$ cat config.mk
export PLATFORM = sky130hd
export DESIGN_NAME = lpm_wake_detector
export DESIGN_NICKNAME = d
export VERILOG_FILES = /design/src/rtl/lpm_wake_pkg.sv /design/src/rtl/lpm_sync.sv /design/src/rtl/lpm_bus_filter.sv /design/src/rtl/lpm_ign_debounce.sv /design/src/rtl/lpm_wake_detector.sv
export SDC_FILE = /design/constraint.sdc
export NUM_CORES = 1
export LEC_CHECK = 0
export BUFFER_PORTS_ARGS = -buffer_cell sky130_fd_sc_hd__clkbuf_2
export CAP_MARGIN = 20
export CORE_MARGIN = 5
export CORE_UTILIZATION = 50
export CTS_CLUSTER_DIAMETER = 30
export DETAILED_ROUTE_END_ITERATION = 10
export GPL_TIMING_DRIVEN = 0
export PLACE_DENSITY = 0.68
export SLEW_MARGIN = 15
export SYNTH_ARGS = -nofsm -noshare
export SYNTH_HDL_FRONTEND = slang
export SYNTH_SLANG_ARGS = --single-unit
$ cat constraint.sdc
create_clock -name clk_i -period 2.2 [get_ports clk_i]
set_input_delay 0.11 -clock clk_i [delete_from_list [all_inputs] [get_ports clk_i]]
set_output_delay 0.11 -clock clk_i [all_outputs]
set_load 0.03 [all_outputs]
$ cat src/rtl/lpm_wake_pkg.sv
package lpm_wake_pkg;
   typedef enum logic [1:0] {
      SRC_NONE = 2'b00,
      SRC_BUS  = 2'b01,
      SRC_PIN  = 2'b10,
      SRC_IGN  = 2'b11
   } wake_src_e;
endpackage

$ cat src/rtl/lpm_sync.sv
module lpm_sync #(
   parameter int         W       = 1,
   parameter int         STAGES  = 2,
   parameter logic [W-1:0] RST_VAL = '0
) (
   input  logic         clk_i,
   input  logic         rst_ni,
   input  logic [W-1:0] d_i,
   output logic [W-1:0] q_o
);

   if (STAGES < 2) begin : g_bad_stages
      $error("lpm_sync: STAGES must be at least 2");
   end

   logic [W-1:0] stg [STAGES];

   always_ff @(posedge clk_i or negedge rst_ni) begin
      if (!rst_ni) stg[0] <= RST_VAL;
      else         stg[0] <= d_i;
   end

   for (genvar i = 1; i < STAGES; i++) begin : g_stage
      always_ff @(posedge clk_i or negedge rst_ni) begin
         if (!rst_ni) stg[i] <= RST_VAL;
         else         stg[i] <= stg[i-1];
      end
   end

   assign q_o = stg[STAGES-1];
endmodule

$ cat src/rtl/lpm_bus_filter.sv
module lpm_bus_filter #(
   parameter int FILT_CYCLES = 8
) (
   input  logic clk_i,
   input  logic rst_ni,
   input  logic armed_i,
   input  logic bus_i,
   output logic hit_o
);
   localparam int CW = $clog2(FILT_CYCLES + 1);
   localparam logic [CW-1:0] FILT_C = CW'(FILT_CYCLES);

   typedef enum logic {ST_IDLE, ST_DOM} st_e;
   st_e           st_q, st_n;
   logic [CW-1:0] cnt_q, cnt_n;
   logic          bus_d;

   always_comb begin
      st_n  = st_q;
      cnt_n = cnt_q;
      hit_o = 1'b0;
      unique case (st_q)
         ST_IDLE: begin
            if (armed_i && !bus_i && bus_d) begin
               st_n  = ST_DOM;
               cnt_n = CW'(1);
            end
         end
         ST_DOM: begin
            if (!armed_i) begin
               st_n = ST_IDLE;
            end else if (!bus_i) begin
               if (cnt_q != FILT_C) cnt_n = cnt_q + CW'(1);
            end else begin
               st_n  = ST_IDLE;
               hit_o = (cnt_q >= FILT_C);
            end
         end
         default: st_n = ST_IDLE;
      endcase
   end

   always_ff @(posedge clk_i or negedge rst_ni) begin
      if (!rst_ni) begin
         st_q  <= ST_IDLE;
         cnt_q <= '0;
         bus_d <= 1'b1;
      end else begin
         st_q  <= st_n;
         cnt_q <= cnt_n;
         bus_d <= bus_i;
      end
   end


   rise_ends_dom_chk: assert property (@(posedge clk_i) disable iff (!rst_ni)
      hit_o |-> (bus_i && !$past(bus_i)));
endmodule

$ cat src/rtl/lpm_ign_debounce.sv
module lpm_ign_debounce #(
   parameter int DEB_CYCLES = 16000
) (
   input  logic clk_i,
   input  logic rst_ni,
   input  logic armed_i,
   input  logic ign_i,
   output logic hit_o
);
   localparam int CW = $clog2(DEB_CYCLES + 1);
   localparam logic [CW-1:0] DEB_C = CW'(DEB_CYCLES);

   typedef enum logic {ST_IDLE, ST_CNT} st_e;
   st_e           st_q, st_n;
   logic [CW-1:0] cnt_q, cnt_n;
   logic          ign_d;

   always_comb begin
      st_n  = st_q;
      cnt_n = cnt_q;
      hit_o = 1'b0;
      unique case (st_q)
         ST_IDLE: begin
            if (armed_i && ign_i && !ign_d) begin
               st_n  = ST_CNT;
               cnt_n = CW'(1);
            end
         end
         ST_CNT: begin
            if (!armed_i || !ign_i) begin
               st_n = ST_IDLE;
            end else if (cnt_q == DEB_C) begin
               st_n  = ST_IDLE;
               hit_o = 1'b1;
            end else begin
               cnt_n = cnt_q + CW'(1);
            end
         end
         default: st_n = ST_IDLE;
      endcase
   end

   always_ff @(posedge clk_i or negedge rst_ni) begin
      if (!rst_ni) begin
         st_q  <= ST_IDLE;
         cnt_q <= '0;
         ign_d <= 1'b1;
      end else begin
         st_q  <= st_n;
         cnt_q <= cnt_n;
         ign_d <= ign_i;
      end
   end


   ign_stable_hit_chk: assert property (@(posedge clk_i) disable iff (!rst_ni)
      hit_o |-> (ign_i && $past(ign_i)));
endmodule

$ cat src/rtl/lpm_wake_detector.sv
module lpm_wake_detector #(
   parameter int FILT_CYCLES    = 8,
   parameter int DEB_CYCLES     = 16000,
   parameter int SYNC_STAGES    = 2,
   parameter bit PIN_ACTIVE_LOW = 1'b1
) (
   input  logic       clk_i,
   input  logic       rst_ni,
   input  logic       lowpwr_i,
   input  logic       bus_rx_i,
   input  logic       wake_pin_i,
   input  logic       ign_i,
   output logic       wake_pulse_o,
   output logic [1:0] wake_src_o,
   output logic       rx_host_o
);
   import lpm_wake_pkg::*;

   localparam logic PIN_IDLE = PIN_ACTIVE_LOW ? 1'b1 : 1'b0;


   if (FILT_CYCLES < 1) begin : g_bad_filt
      $error("lpm_wake_detector: FILT_CYCLES must be at least 1");
   end
   if (DEB_CYCLES < 1) begin : g_bad_deb
      $error("lpm_wake_detector: DEB_CYCLES must be at least 1");
   end

   logic [2:0] raw_in, sync_out;
   logic       bus_s, pin_s, ign_s, pin_act;

   assign raw_in = {ign_i, wake_pin_i, bus_rx_i};

   lpm_sync #(.W(3), .STAGES(SYNC_STAGES), .RST_VAL({1'b1, PIN_IDLE, 1'b1})) u_sync (
      .clk_i (clk_i),
      .rst_ni(rst_ni),
      .d_i   (raw_in),
      .q_o   (sync_out)
   );

   assign bus_s = sync_out[0];
   assign pin_s = sync_out[1];
   assign ign_s = sync_out[2];

   if (PIN_ACTIVE_LOW) begin : g_pin_low
      assign pin_act = ~pin_s;
   end else begin : g_pin_high
      assign pin_act = pin_s;
   end

   wake_src_e src_q, src_sel;
   logic      hold_q, pulse_q, armed;
   logic      bus_hit, ign_hit, any_hit;

   assign armed = lowpwr_i && (src_q == SRC_NONE);

   lpm_bus_filter #(.FILT_CYCLES(FILT_CYCLES)) u_bus (
      .clk_i  (clk_i),
      .rst_ni (rst_ni),
      .armed_i(armed),
      .bus_i  (bus_s),
      .hit_o  (bus_hit)
   );

   lpm_ign_debounce #(.DEB_CYCLES(DEB_CYCLES)) u_ign (
      .clk_i  (clk_i),
      .rst_ni (rst_ni),
      .armed_i(armed),
      .ign_i  (ign_s),
      .hit_o  (ign_hit)
   );

   always_comb begin
      if (bus_hit)      src_sel = SRC_BUS;
      else if (pin_act) src_sel = SRC_PIN;
      else if (ign_hit) src_sel = SRC_IGN;
      else              src_sel = SRC_NONE;
   end

   assign any_hit = bus_hit || pin_act || ign_hit;

   always_ff @(posedge clk_i or negedge rst_ni) begin
      if (!rst_ni) begin
         src_q   <= SRC_NONE;
         hold_q  <= 1'b0;
         pulse_q <= 1'b0;
      end else if (!lowpwr_i) begin
         src_q   <= SRC_NONE;
         hold_q  <= 1'b0;
         pulse_q <= 1'b0;
      end else if (armed && any_hit) begin
         src_q   <= src_sel;
         hold_q  <= bus_hit;
         pulse_q <= 1'b1;
      end else begin
         pulse_q <= 1'b0;
      end
   end

   assign wake_pulse_o = pulse_q;
   assign wake_src_o   = src_q;
   assign rx_host_o    = hold_q ? 1'b0 : bus_s;


   pulse_single_chk: assert property (@(posedge clk_i) disable iff (!rst_ni)
      wake_pulse_o |=> !wake_pulse_o);

   src_held_chk: assert property (@(posedge clk_i) disable iff (!rst_ni)
      (wake_src_o != 2'b00 && lowpwr_i) |=> (wake_src_o == $past(wake_src_o)));

   normal_clears_chk: assert property (@(posedge clk_i) disable iff (!rst_ni)
      !lowpwr_i |=> (wake_src_o == 2'b00 && !wake_pulse_o));

   pulse_needs_lowpwr_chk: assert property (@(posedge clk_i) disable iff (!rst_ni)
      wake_pulse_o |-> $past(lowpwr_i));

   bus_wake_rx_low_chk: assert property (@(posedge clk_i) disable iff (!rst_ni)
      (wake_pulse_o && wake_src_o == 2'b01) |-> !rx_host_o);

   bus_over_pin_chk: assert property (@(posedge clk_i) disable iff (!rst_ni)
      (armed && bus_hit && pin_act) |=> (wake_src_o == 2'b01));
endmodule

After elaboration in Yosys (flattened, before gate mapping). Cells that the tools add are included.

Register bits after elaboration: 32. Input port bits: 6. Output and inout port bits: 4. Logic and storage cells: 76.

Add/sub/neg operators: 2. $lt $le $gt $ge: 1. Equal/unequal tests: 10. Multiplexer cells: 33. Bitwise gates (word level): 3. Reductions and logical operators: 16.

Operators by type and width (count): $mux W14 (3); $pmux W14 S2 (1); $mux W1 (17); $mux W4 (4); $add A14 B1 Y14 const B (1); $eq A14 B14 Y1 const B (1); $mux W2 (5); $ne A2 B2 Y1 const B (5); $pmux W4 S2 (1); $logic_and A1 B1 Y1 (6); $ne A2 B1 Y1 const B (3); $add A4 B1 Y4 const B (1); $ge A4 B4 Y1 const B (1); $logic_not A1 Y1 (4); $ne A4 B4 Y1 const B (1); $pmux W1 S2 (2); $reduce_and A4 Y1 (1); $logic_or A1 B1 Y1 (3); $not A1 Y1 (3); $reduce_and A3 Y1 (1); $logic_not A2 Y1 (1).

Depth between registers and ports, before layout.
Word-level depth: 11. Depth in mapped cells: 6. Mapped depth without buffers: 6.

By module. Synthesis repeated with hierarchy kept, for this count alone.

Cell total of the unflattened synthesis: 157. Area total of the unflattened synthesis: 1670.4 sq um.

Modules (own cells, without submodules): lpm_ign_debounce (instances 1, cells each 97, area an instance 954.7 sq um, seq. area each 401.6 sq um); lpm_bus_filter (instances 1, cells each 33, area an instance 339.1 sq um, seq. area each 151.4 sq um); lpm_wake_detector (instances 1, cells each 18, area an instance 196.4 sq um, seq. area each 100.1 sq um); lpm_sync (instances 1, cells each 9, area an instance 180.2 sq um, seq. area each 157.7 sq um).

Worst setup path after synthesis. Ideal clock, no wire load.

Path kind: reg-to-reg. From: register src_q[0] (netlist: wake_src_o[0]). To: register u_ign.cnt_q[13]. Library setup time: 78 ps. Data arrival time: 1969 ps. Data required time: 2122 ps. Setup slack: 153 ps. Stages on the path, launching flop included: 6. Path buffers: 1. Period minus slack after synthesis: 2047 ps. Cells stage by stage: dfrtp_1 nand4bb_1 buf_2 or4_4 or4_1 a21oi_1.

Longest elaborated chain between the ends: 6. Elaborated cells on any way between the ends: 9. Classes of those cells: 2 x eq/ne; 7 x reduce/logical.

RTL lines: start, declared (line lpm_wake_detector.sv:51) `wake_src_e src_q, src_sel;`; start signal, assigned (line lpm_wake_detector.sv:92) `src_q <= src_sel;`; $logic_not A2 Y1 * (line lpm_wake_detector.sv:55) `assign armed = lowpwr_i && (src_q == SRC_NONE);`; $logic_and A1 B1 Y1 * (line lpm_wake_detector.sv:55); $logic_not A1 Y1 / $logic_and A1 B1 Y1 (equally long branches) (line lpm_ign_debounce.sv:30, lpm_ign_debounce.sv:24); $logic_or A1 B1 Y1 / $logic_and A1 B1 Y1 (equally long branches) (line lpm_ign_debounce.sv:30, lpm_ign_debounce.sv:24); $ne A2 B2 Y1 (no source line) / $ne A2 B1 Y1 (equally long branches); $reduce_and A3 Y1 (no source line) *; end signal, assigned (line lpm_ign_debounce.sv:50) `cnt_q <= cnt_n;`; end, declared (line lpm_ign_debounce.sv:15) `logic [CW-1:0] cnt_q, cnt_n;`.

Mark *: on every way between the ends. The rest lies on a longest branch, timed or not. A chain may end at the register's enable or synchronous reset.

Worst setup path in the final report.
From: register u_sync.stg (netlist bit u_sync.q_o[2]). To: register u_ign.cnt_q[13].

Longest elaborated chain between the ends: 4. Elaborated cells on any way between the ends: 7. Classes of those cells: 2 x eq/ne; 5 x reduce/logical.

RTL lines: start, declared (line lpm_sync.sv:16) `logic [W-1:0] stg [STAGES];`; start signal, assigned by index (line lpm_sync.sv:26) `else stg[i] <= stg[i-1];`; $logic_not A1 Y1 / $logic_and A1 B1 Y1 (equally long branches) (line lpm_ign_debounce.sv:30, lpm_ign_debounce.sv:24); $logic_or A1 B1 Y1 / $logic_and A1 B1 Y1 (equally long branches) (line lpm_ign_debounce.sv:30, lpm_ign_debounce.sv:24); $ne A2 B2 Y1 (no source line) / $ne A2 B1 Y1 (equally long branches); $reduce_and A3 Y1 (no source line) *.

Marks and branches as above.

==> flow_metrics.tcl <==
set metrics [dict create \
    status "completed" \
    h-tree-depth 2 \
    power.static_leakage_nw 0.741 \
    hold_start "lowpwr_i" \
    cap_violations 0 \
    core_area_mm2 0.00300 \
    overflow 0 \
    synth-edff-count 0 \
    path_clk_slew_ns 0.10 \
    critPathArrivalTime_ns 2.32 \
    grt_usage_pct 16.7 \
    fp.dieW_um 65.6 \
    yosysTopAreaCellShare_pct 38.8 \
    drive_above_1_share_pct 17.6 \
    drc 0 \
    syn_avg_cell_area_um2 10.4 \
    max-clock-path-buffers 2 \
    layout.nets 179 \
    crit_end "u_ign.cnt_q[13]" \
    critPathKind "reg2reg" \
    grt_start_max_net_pins 33 \
    cp_max_fo 8 \
    dieArea_mm2 0.00431 \
    post-dp-hpwl_um 2160 \
    grt_first_pass_wirelength_um 5460 \
    finalClockSkew_ns 0.00993 \
    start_util_pct 51.5 \
    ir_drop_uv 476 \
    setup.worst_path.start "u_sync.q_o[2]" \
    setup_tns_ns 0 \
    num_vias 1214 \
    relSlewSlack_pct 30.9 \
    postRouteWirelength_um 3000 \
    crit_required_ns 2.45 \
    worstHoldPathType "in2reg" \
    syn_inst 149 \
    first_global_vias 1275 \
    r2r-start "u_sync.q_o[2]" \
    async_flop_share_pct 100 \
    p_per_area_mw_per_mm2 670 \
    first_pass_iters 4 \
    synthTopCellsByCount "24 x dfrtp_1, 13 x nand3_1, 10 x nor2_1" \
    cp-start-kind "register" \
    synthFlopType "dfrtp_1" \
    fin_crit_sh_pct 94.1 \
    post_cts_resized 0 \
    yosysWarnings 0 \
    syn_to_final_growth_pct 11.9 \
    final_max_slew_viol_count 0 \
    synth_area_leaders "dfrtp_1 39%, dfstp_2 14%, nand3_1 4.2%" \
    antenna_found_initial 0 \
    clk_latency_ns 0.33 \
    r2r_end "u_ign.cnt_q[13]" \
    reg2reg_depth 5 \
    ys_types 42 \
    vias_per_cell 5.98 \
    io_pins 10 \
    portBuffers 9 \
    synth_most_common_cell "dfrtp_1" \
    wire_per_inst_um 14.8 \
    cts_root_buf "clkbuf_4" \
    cts_tree "yes" \
    drt_iter0_markers 71 \
    fmax_mhz 483 \
    fill_cells 256 \
    hold_viol_final 0 \
    num_antenna_cells 0 \
    cts.sinks 32 \
    layout_min_cycle_time_ns 2.07 \
    die_h_um 65.6 \
    whs_ns 0.0754 \
    syn_area_mm2 0.00155 \
    reg2reg_slack_ns 0.13 \
    synth_nets 159 \
    end_kind "register" \
    num_rows 20 \
    synth_seq_area_share_pct 52.4 \
    setup_viol 0 \
    synth_area_leader_cell "dfrtp_1" \
    rsz0062_at_grt "no" \
    cts_buffers 5 \
    antenna_left 0 \
    finalWeightedCongestion 0.792 \
    worst_pin_slew_ns 1.03 \
    synth_seq_cells 32 \
]
## power by group
part	total [mW]	internal, mW	switching [mW]
clock network	0.328	0.127	0.202
registers	0.683	0.635	0.0479
logic	0.149	0.0596	0.0891
## registers in the layout (all words and copies together), names as in the netlist, 2 cells and up
register     cells
u_sync.stg       3
u_bus.cnt_q      4
wake_src_o       2
u_ign.cnt_q     14
u_sync.q_o       3
## stage by stage
step                total power, mW  worst slack [ns]  instance area (µm²)  std cells  util (%)
floorplan                     0.781             0.153                 1550        149         -
global route                   1.24            0.0117                 1730        203      57.7
CTS                            1.18             0.110                 1730        203      57.7
finish                         1.16             0.131                 1730        203      57.7
global placement              0.829             0.152                 1630        191      54.4
detailed placement            0.836             0.125                 1630        191      54.4
## critical path, stage by stage (launching register included)
cell	delay, ns
dfstp_2	0.57
nand4bb_1	0.10
buf_2	0.17
or4_4	0.58
or4_1	0.42
a21oi_1	0.14
## layer usage
layer | global-route usage [%] | vias up | routed length [µm]
met1 | 20.9 | 586 | 1360
met2 | 26.0 | 34 | 1420
met4 | 10.1 | 0 | 56
li1 | - | 589 | -
met5 | 0 | - | 0
met3 | 3.76 | 5 | 161
## layout make-up
cell class              instances  area, µm²  area share (%)
repair buffers                 13       85.1            4.91
plain buffers                   4       16.3           0.939
multi-input cells             107        698            40.3
clock inverters                 2       16.3           0.939
flip-flops and latches         32        811            46.8
inverters                       6       22.5            1.30
clock buffers                   6       41.3            2.38
well taps                      33       41.3            2.38
## cell usage in the layout, fill, tap and decap left out, types with 2 or more instances in the layout
master | Yosys | routed
dfrtp_1 | 24 | 24
nor4b_1 | 2 | 2
a31oi_1 | 3 | 3
ha_1 | 4 | 4
a21o_1 | 2 | 2
nand4_1 | 5 | 5
nand2_1 | 9 | 9
or3_1 | 4 | 4
nor4_1 | 2 | 2
nor2_1 | 10 | 10
clkbuf_4 | 0 | 5
nor2b_1 | 2 | 2
nor3_1 | 5 | 5
xnor2_1 | 5 | 5
o211ai_1 | 2 | 2
o21ai_0 | 8 | 8
dlygate4sd3_1 | 0 | 4
clkbuf_2 | 0 | 9
a21oi_1 | 7 | 7
clkbuf_1 | 3 | 4
inv_1 | 6 | 6
o21a_1 | 2 | 2
dfstp_2 | 8 | 8
or4_1 | 2 | 2
or4_4 | 2 | 2
nand3_1 | 13 | 13
## timing repair
| action | in CTS | in global routing |
|---|---|---|
| hold buffers | 4 | 0 |
| setup endpoints to repair | 0 | 1 |
| endpoints found under the hold margin | 27 | 0 |
| setup buffers | 0 | 0 |
## cell families after synthesis
| family | after synthesis | share of synthesized area (%) |
|---|---|---|
| AO/OA/AOI/OAI | 30 | 12.0 |
| XOR/XNOR | 6 | 3.40 |
| adder cells (fa/ha/maj) | 4 | 3.23 |
| buffers and inverters | 10 | 2.51 |
| flip-flops | 32 | 52.4 |
| AND/OR/NAND/NOR | 67 | 26.5 |
## how the worst min path moves through the flow
stage / cells past startpoint / to
2_1_floorplan: 0 / hold_q
3_3_place_gp: 1 / u_sync.stg[4]
3_5_place_dp: 1 / u_sync.stg[4]
4_1_cts: 3 / wake_src_o[1]
5_1_grt: 2 / wake_src_o[0]
6_report: 2 / wake_src_o[0]
(Power assumes the default switching activity.)
